==> src/rtl/pid_reloc_pkg.sv <==
package pid_reloc_pkg;
  localparam int unsigned ADDR_W_DEF    = 32;
  localparam int unsigned PID_W_DEF     = 7;
  localparam int unsigned FETCH_LAG_DEF = 2;

  // Index of each relocation path in the generated array
  typedef enum logic {
    PATH_FETCH = 1'b0,
    PATH_DATA  = 1'b1
  } path_e;
endpackage

==> src/rtl/addr_reloc.sv <==
module addr_reloc #(
  parameter int unsigned ADDR_W = 32,
  parameter int unsigned PID_W  = 7
) (
  input  logic [ADDR_W-1:0] va,
  input  logic [PID_W-1:0]  pid,
  input  logic              enable,
  output logic [ADDR_W-1:0] mva
);
  localparam int unsigned LOW_W = ADDR_W - PID_W;

  logic in_window;

  always_comb begin
    in_window = (va[ADDR_W-1 -: PID_W] == '0);
    if (enable && in_window) begin
      mva = {pid, va[LOW_W-1:0]};
    end else begin
      mva = va;
    end
  end
endmodule

==> src/rtl/pid_store.sv <==
module pid_store #(
  parameter int unsigned ADDR_W = 32,
  parameter int unsigned PID_W  = 7
) (
  input  logic              clk,
  input  logic              rst_n,
  input  logic              wr_en,
  input  logic [ADDR_W-1:0] wr_data,
  output logic [PID_W-1:0]  pid_q,
  output logic [ADDR_W-1:0] rd_data
);
  localparam int unsigned LOW_W = ADDR_W - PID_W;

  logic [PID_W-1:0] pid_d;

  always_comb begin
    pid_d = wr_data[ADDR_W-1 -: PID_W];
  end

  always_ff @(posedge clk or negedge rst_n) begin
    if (!rst_n) begin
      pid_q <= '0;
    end else if (wr_en) begin
      pid_q <= pid_d;
    end
  end

  assign rd_data = {pid_q, {LOW_W{1'b0}}};
endmodule

==> src/rtl/fetch_lag.sv <==
module fetch_lag #(
  parameter int unsigned PID_W     = 7,
  parameter int unsigned FETCH_LAG = 2
) (
  input  logic             clk,
  input  logic             rst_n,
  input  logic             wr_en,
  input  logic             fetch_fire,
  input  logic [PID_W-1:0] cur_pid,
  output logic [PID_W-1:0] fetch_pid
);
  localparam int unsigned CNT_W = $clog2(FETCH_LAG + 1);

  logic [CNT_W-1:0] cnt_q, cnt_d;
  logic [PID_W-1:0] fpid_d;
  logic             busy;
  logic             upd_en;

  always_comb begin
    busy   = (cnt_q != '0);
    upd_en = wr_en | (fetch_fire & busy);
    cnt_d  = cnt_q;
    fpid_d = fetch_pid;
    if (wr_en) begin
      cnt_d = CNT_W'(FETCH_LAG);
    end else if (fetch_fire && busy) begin
      cnt_d = cnt_q - CNT_W'(1);
      if (cnt_q == CNT_W'(1)) begin
        fpid_d = cur_pid;
      end
    end
  end

  always_ff @(posedge clk or negedge rst_n) begin
    if (!rst_n) begin
      cnt_q     <= '0;
      fetch_pid <= '0;
    end else if (upd_en) begin
      cnt_q     <= cnt_d;
      fetch_pid <= fpid_d;
    end
  end
endmodule

==> src/rtl/pid_reloc_unit.sv <==
module pid_reloc_unit
  import pid_reloc_pkg::*;
#(
  parameter int unsigned ADDR_W    = ADDR_W_DEF,
  parameter int unsigned PID_W     = PID_W_DEF,
  parameter int unsigned FETCH_LAG = FETCH_LAG_DEF
) (
  input  logic              clk,
  input  logic              rst_n,
  input  logic              reg_wr_en,
  input  logic [ADDR_W-1:0] reg_wr_data,
  output logic [ADDR_W-1:0] reg_rd_data,
  input  logic              mmu_on,
  input  logic              if_valid,
  input  logic [ADDR_W-1:0] if_va,
  output logic [ADDR_W-1:0] if_mva,
  input  logic [ADDR_W-1:0] d_va,
  input  logic              d_maint,
  output logic [ADDR_W-1:0] d_mva
);
  localparam int unsigned N_PATH = 2;

  logic [PID_W-1:0]  cur_pid;
  logic [PID_W-1:0]  fetch_pid;
  logic [PID_W-1:0]  path_pid [N_PATH];
  logic [ADDR_W-1:0] path_va  [N_PATH];
  logic [ADDR_W-1:0] path_mva [N_PATH];
  logic              path_en  [N_PATH];

  pid_store #(.ADDR_W(ADDR_W), .PID_W(PID_W)) u_store (
    .clk     (clk),
    .rst_n   (rst_n),
    .wr_en   (reg_wr_en),
    .wr_data (reg_wr_data),
    .pid_q   (cur_pid),
    .rd_data (reg_rd_data)
  );

  fetch_lag #(.PID_W(PID_W), .FETCH_LAG(FETCH_LAG)) u_lag (
    .clk        (clk),
    .rst_n      (rst_n),
    .wr_en      (reg_wr_en),
    .fetch_fire (if_valid),
    .cur_pid    (cur_pid),
    .fetch_pid  (fetch_pid)
  );

  always_comb begin
    path_pid[PATH_FETCH] = fetch_pid;
    path_va[PATH_FETCH]  = if_va;
    path_en[PATH_FETCH]  = mmu_on;
    path_pid[PATH_DATA]  = cur_pid;
    path_va[PATH_DATA]   = d_va;
    path_en[PATH_DATA]   = mmu_on & ~d_maint;
  end

  for (genvar g = 0; g < N_PATH; g++) begin : g_path
    addr_reloc #(.ADDR_W(ADDR_W), .PID_W(PID_W)) u_reloc (
      .va     (path_va[g]),
      .pid    (path_pid[g]),
      .enable (path_en[g]),
      .mva    (path_mva[g])
    );
  end

  assign if_mva = path_mva[PATH_FETCH];
  assign d_mva  = path_mva[PATH_DATA];
endmodule

==> config.mk <==
export PLATFORM = sky130hd
export DESIGN_NAME = pid_reloc_unit
export DESIGN_NICKNAME = d
export VERILOG_FILES = /design/src/rtl/pid_reloc_pkg.sv /design/src/rtl/addr_reloc.sv /design/src/rtl/pid_store.sv /design/src/rtl/fetch_lag.sv /design/src/rtl/pid_reloc_unit.sv
export SDC_FILE = /design/constraint.sdc
export NUM_CORES = 1
export LEC_CHECK = 0
export BUFFER_PORTS_ARGS = -buffer_cell sky130_fd_sc_hd__buf_4
export CAP_MARGIN = 20
export CORE_AREA = 2 2 77 79
export DETAILED_ROUTE_END_ITERATION = 10
export DIE_AREA = 0 0 79 81
export PLACE_DENSITY = 0.75
export SLEW_MARGIN = 20
export SYNTH_ARGS = -nofsm -noshare
export SYNTH_HDL_FRONTEND = slang
export SYNTH_SLANG_ARGS = --single-unit
export TNS_END_PERCENT = 5
==> constraint.sdc <==
create_clock -name clk -period 3.1 [get_ports clk]
set_input_delay 0.31 -clock clk [delete_from_list [all_inputs] [get_ports clk]]
set_output_delay 0.31 -clock clk [all_outputs]
set_load 0.01 [all_outputs]
==> results.md, run 1 <==
- Run status: complete, no violations
- Max Slew Vio Count: 0
- Row count: 28
- Finish-stage setup viols: 0
- WP buf/inv: 2
- CP max FO: 5
- Root Driver: clkbuf_8
- Clock power frac: 0.293
- Chip height: 81 µm
- Synth area leader: buf_4
- Worst-Margin Slew: 578 ps
- Share of the synthesized area in the top cell type: 0.405
- Num ports: 198
- Leakage power: 0.764 nW
- Routed wire per std cell: 13.1 µm
- Worst r2r src: u_lag.cnt_q[0]
- Max stage delay on crit path: 570 ps
- Die width: 79 µm
- Clock Tree Buf Depth: 2
- Mean Syn Cell Area: 9.80 µm²
- Flop pwr share: 0.453
- Synth cell types: 22
- Total GRT Usage: 0.0866
- Post-CTS Setup Bufs: 0
- Cell area after synthesis: 1390 µm²
- RSZ-0062 raised after global routing: no
- HPWL Detailed: 2270 µm
- CP top delay family: simple AND/OR/NAND/NOR gates
- Initial antenna violation count: 0
- Filler cells: 627
- Final Critical Period: 1840 ps
- First-pass GRT wire length: 4200 µm
- Core area: 5680 µm²
- WP data required: 2790 ps
- Worst hold start: reg_wr_data[28]
- Max transition margin: 0.613
- Fin area: 1420 µm²
- Slowest cell on the critical path: or4b_4
- Worst vdd ir: 0.213 mV
- MaxCap Viol Count: 0
- Mapped Cells: 142
- Area of the die: 6400 µm²
- Total power: 0.000632 W
- Initial DRC count: 9
- Aggregate global routing overflow: 0
- Worst Hold Class: input pin to flop
- Seq/Total Area, Yosys: 0.288
- Clk pin slew, worst setup/hold paths: 70 ps
- NumNets Final: 246
- Clock skew: 3.90 ps
- Vias/cell: 3.94
- Htree depth: 1
- CP startpoint: d_va[27]
- WHS: 268 ps
- CTS tree: yes
- Largest net degree at the start of global routing: 17
- Layout cell share with drive strength beyond 1: 0.489
- ANT cells: 0
- Port bufs: 47
- Logic pwr share: 0.254
- Final ANT Viol Nets: 0
- DRC viols: 0
- Critical path type: input pin to output port
- Final wirelength: 2830 µm
- Worst-skew pair later-pin latency: 250 ps
- Final critical-path share of the clock period: 0.594
- Max Freq: 543 MHz
- Area after DPL: 1360 µm²
- Hold-fix buffers, CTS: 1
- Final WS setup: 1260 ps
- Vias in the first global route: 856
- Starting Density: 0.245
- Sw Pwr: 0.000173 W
- Place WS: 1250 ps
- CP Launch Type: input pin
- # clock sinks: 16
- Final Wtd Congestion: 0.649
- Crit-path most repeated cell: buf_4
- Synth top area cells: buf_4, dfrtp_1, mux2_2, a21o_1, ha_1
- Final setup TNS: 0 ps
- CTS Buf Count: 3
- Vias: 850
- Crit path DAT: 1530 ps
- Endpoints failing hold: 0
- Synth-to-Final Area Change: 2.25%
- DR pass1 iterations: 4
- #FFs+latches synth: 16
- P per Cell Area: 445 nW/µm²
- # resized after CTS: 0
- Worst setup EP type: output port
- Worst path cell trace: buf_4 -> or4b_4 -> nor3_4 -> a21o_1 -> buf_4
- Switching Share: 0.273
- Warnings, synthesis: 0
- Int Power: 0.000460 W
[flip-flops by register name, indices dropped and copies added, names as in the netlist]
name and flops:
u_lag.fetch_pid 7, u_lag.cnt_q 2, u_store.pid_q 7
[through the flow]
stage / util / instances
floorplan: - / 166
global placement: 0.239 / 211
detailed placement: 0.239 / 211
CTS: 0.251 / 216
global route: 0.251 / 216
finish: 0.251 / 216
[cells in the final DEF (no fill, tap or decap)]
cell type	Yosys	routed
nand2b_4	1	1
clkbuf_8	0	4
buf_4	75	47
nor3b_2	1	1
nor4_1	2	2
or4_1	1	1
or4b_4	1	1
dlygate4sd3_1	0	1
o31ai_1	1	1
inv_1	4	4
and4b_1	1	1
a21o_1	12	12
nor2_1	3	3
ha_1	2	2
o21ai_0	1	1
dfrtp_1	16	16
mux2_2	13	13
xnor2_1	1	1
a211o_1	1	1
a31o_2	1	1
nand2_1	1	1
nor3_4	1	1
conb_1	1	25
[routing by layer]
metal,track usage,part of all wire,vias to the layer above
met5,0,0,-
met4,0.0983,0.087,0
met3,0.0222,0.10,38
met2,0.141,0.47,50
met1,0.0850,0.34,395
li1,-,-,367
[power groups by stage]
stage          clock network (W)  logic [W]  registers [W]
2_1_floorplan                  0   0.000176       0.000283
3_3_place_gp                   0   0.000157       0.000289
3_5_place_dp                   0   0.000161       0.000289
4_1_cts                 0.000188   0.000163       0.000287
5_1_grt                 0.000204   0.000178       0.000293
6_report                0.000185   0.000161       0.000286
[area by class of cell]
class | instances | area (µm²) | share of cell area
multi-input combinational | 69 | 495 | 0.348
sequential | 16 | 400 | 0.281
timing repair buffer | 48 | 363 | 0.255
tap | 75 | 93.8 | 0.0660
clock buffer | 4 | 55.1 | 0.0387
inverter | 4 | 15.0 | 0.0106
[worst paths after layout]
kind,slack [ps],endpoint,cells past startpoint
worst max-delay path,1260,d_mva[25],5
worst min-delay path,270,u_store.pid_q[3],3
worst max register to register,1310,u_lag.fetch_pid[2],5
worst min register to register,490,u_lag.cnt_q[1],1
max in group asynchronous,2450,u_lag.fetch_pid[2],2
min in group asynchronous,460,u_store.pid_q[6],2
[worst reg2reg max path, stage by stage, from the launching register on]
cell and delay (ps):
dfrtp_1 350, inv_1 70, ha_1 200, nand2b_4 160, nor3b_2 500, mux2_2 400
[cells in the mapped netlist]
master / n
a211o_1: 1
a21o_1: 12
a31o_2: 1
and4b_1: 1
buf_4: 75
clkbuf_1: 2
conb_1: 1
dfrtp_1: 16
ha_1: 2
inv_1: 4
mux2_2: 13
nand2_1: 1
nand2b_4: 1
nor2_1: 3
nor3_4: 1
nor3b_2: 1
nor4_1: 2
o21ai_0: 1
o31ai_1: 1
or4_1: 1
or4b_4: 1
xnor2_1: 1
[kinds of logic (layout without fill, tap and decap cells)]
| group | count (synthesis) | after routing | share of synthesized area |
|---|---|---|---|
| mux | 13 | 13 | 0.105 |
| xor+xnor | 1 | 1 | 0.00630 |
| compound gates | 16 | 16 | 0.0863 |
| other cells | 1 | 25 | 0.00270 |
| simple gates | 12 | 12 | 0.0728 |
| buf+inv | 81 | 56 | 0.421 |
| flops | 16 | 16 | 0.288 |
| fa+ha+maj | 2 | 2 | 0.0180 |
Power figures use the tool's default switching activity.
==> run 2, diff against run 1 <==
--- a/config.mk
+++ b/config.mk
@@ -7,10 +7,10 @@
 export LEC_CHECK = 0
 export BUFFER_PORTS_ARGS = -buffer_cell sky130_fd_sc_hd__buf_4
 export CAP_MARGIN = 20
-export CORE_AREA = 2 2 77 79
+export CORE_AREA = 2 2 76 78
 export DETAILED_ROUTE_END_ITERATION = 10
-export DIE_AREA = 0 0 79 81
-export PLACE_DENSITY = 0.75
+export DIE_AREA = 0 0 78 80
+export PLACE_DENSITY = 0.79
 export SLEW_MARGIN = 20
 export SYNTH_ARGS = -nofsm -noshare
 export SYNTH_HDL_FRONTEND = slang
==> constraint.sdc (replaced) <==
create_clock -name clk -period 1.5 [get_ports clk]
set_input_delay 0.15 -clock clk [delete_from_list [all_inputs] [get_ports clk]]
set_output_delay 0.15 -clock clk [all_outputs]
set_load 0.01 [all_outputs]
==> results.md, run 2 (synthesis gave the netlist of run 1 again) <==
- Run status: finished with violations
- Violated checks: negative setup slack
- Vias in the first global route: 826
- Endpoints failing hold: 0
- DR pass1 iterations: 3
- Worst Hold Class: input pin to flop
- Clk pin slew, worst setup/hold paths: 60 ps
- Final ANT Viol Nets: 0
- CP max FO: 7
- Num ports: 198
- Core area: 5410 µm²
- NumNets Final: 257
- CTS Buf Count: 3
- Aggregate global routing overflow: 0
- Initial antenna violation count: 0
- Worst setup EP type: flop
- Crit path DAT: 1650 ps
- First-pass GRT wire length: 4160 µm
- WP buf/inv: 2
- Die width: 78 µm
- MaxCap Viol Count: 0
- CP startpoint: u_lag.cnt_q[0]
- Top flop regs: u_lag.fetch_pid x7, u_store.pid_q x7, u_lag.cnt_q x2
- Root Driver: clkbuf_8
- P per Cell Area: 903 nW/µm²
- Max Slew Vio Count: 0
- Commonest non-fill, non-tap cell in the layout: buf_4
- Filler cells: 580
- Most frequent cells in the layout: buf_4, conb_1, dfrtp_1, a21o_1, mux2_4
- CP top delay family: flip-flops
- Register area: 400 µm²
- R2r setup slk: -10 ps
- Max stage delay on crit path: 360 ps
- Final critical-path share of the clock period: 1.01
- Finish-stage setup viols: 7
- Multi-input gate area: 551 µm²
- Row count: 27
- Chip height: 80 µm
- Total power: 0.00142 W
- # clock sinks: 16
- Place WS: -37.5 ps
- DRC viols: 0
- WP data required: 1640 ps
- Total GRT Usage: 0.0917
- Vias: 899
- Routed wire per std cell: 13.6 µm
- Final Critical Period: 1510 ps
- Final Wtd Congestion: 0.695
- Leakage power: 0.843 nW
- Synth-to-Final Area Change: 13.2%
- Final wirelength: 3040 µm
- Area of the die: 6240 µm²
- Critical path type: flop to flop
- Max Freq: 661 MHz
- Worst hold start: reg_wr_data[28]
- Largest net degree at the start of global routing: 17
- Area after DPL: 1420 µm²
- ANT cells: 0
- Initial DRC count: 17
- Clock skew: 1.65 ps
- Worst-skew pair later-pin latency: 260 ps
- HPWL Detailed: 2380 µm
- Port bufs: 47
- Worst r2r src: u_lag.cnt_q[0]
- Layout cell share with drive strength beyond 1: 0.559
- CTS tree: yes
- Slowest cell on the critical path: dfrtp_1
- Clock Tree Buf Depth: 2
- RSZ-0062 raised after global routing: yes
- Starting Density: 0.257
- Worst path cell trace: inv_2 -> ha_4 -> nand2b_4 -> nor3b_4 -> buf_6 -> mux2_4
- Worst vdd ir: 0.421 mV
- Fin area: 1580 µm²
- Final setup TNS: -65.6 ps
- Final WS setup: -12.7 ps
- Vias/cell: 4.01
- Htree depth: 1
- CP Launch Type: flop
-- run 2: worst reg2reg max path: stages (launching register included) --
cell and delay (ps):
dfrtp_1 360, inv_2 60, ha_4 150, nand2b_4 150, nor3b_4 190, buf_6 170
mux2_4 300
-- run 2: layer usage --
layer | vias to the layer above | share of wire | GRT usage
li1 | 395 | - | -
met1 | 419 | 0.35 | 0.0978
met2 | 54 | 0.45 | 0.134
met3 | 31 | 0.11 | 0.0249
met4 | 0 | 0.087 | 0.112
met5 | - | 0 | 0
-- run 2: area by class of cell --
| class | instances | share of cell area |
|---|---|---|
| Clock buffer | 4 | 0.0349 |
| Inverter | 4 | 0.00953 |
| Multi-Input combinational cell | 69 | 0.349 |
| Sequential cell | 16 | 0.254 |
| Tap cell | 72 | 0.0572 |
| Timing Repair Buffer | 59 | 0.295 |
-- run 2: path summary, 6_finish.rpt --
path                                       to  depth (start not counted)
hold / removal               u_store.pid_q[3]                          3
hold reg to reg            u_lag.fetch_pid[4]                          1
max in group asynchronous    u_store.pid_q[0]                          2
min in group asynchronous    u_store.pid_q[6]                          2
setup / recovery           u_lag.fetch_pid[5]                          6
setup reg to reg           u_lag.fetch_pid[5]                          6
-- run 2: repair_timing --
item | CTS | global route
gates resized for setup | 6 | 12
endpoints found under the setup margin | 12 | 19
hold buffers | 1 | 0
buffers inserted | 1 | 2
endpoints found under the hold margin | 16 | 0
pin swaps | 5 | 4
-- run 2: per-stage QoR --
step,utilization,cells,hold WS (ps)
floorplan,-,166,-146
global placement,0.263,216,18.4
detailed placement,0.263,216,23.3
CTS,0.279,222,95.9
global route,0.291,224,105
finish,0.291,224,99.8
-- run 2: power breakdown --
group | leakage [nW] | internal, W | total (W) | switching [W]
clock | 0.0288 | 0.000233 | 0.000390 | 0.000156
sequential | 0.197 | 0.000527 | 0.000603 | 0.0000759
combinational | 0.617 | 0.000266 | 0.000429 | 0.000163
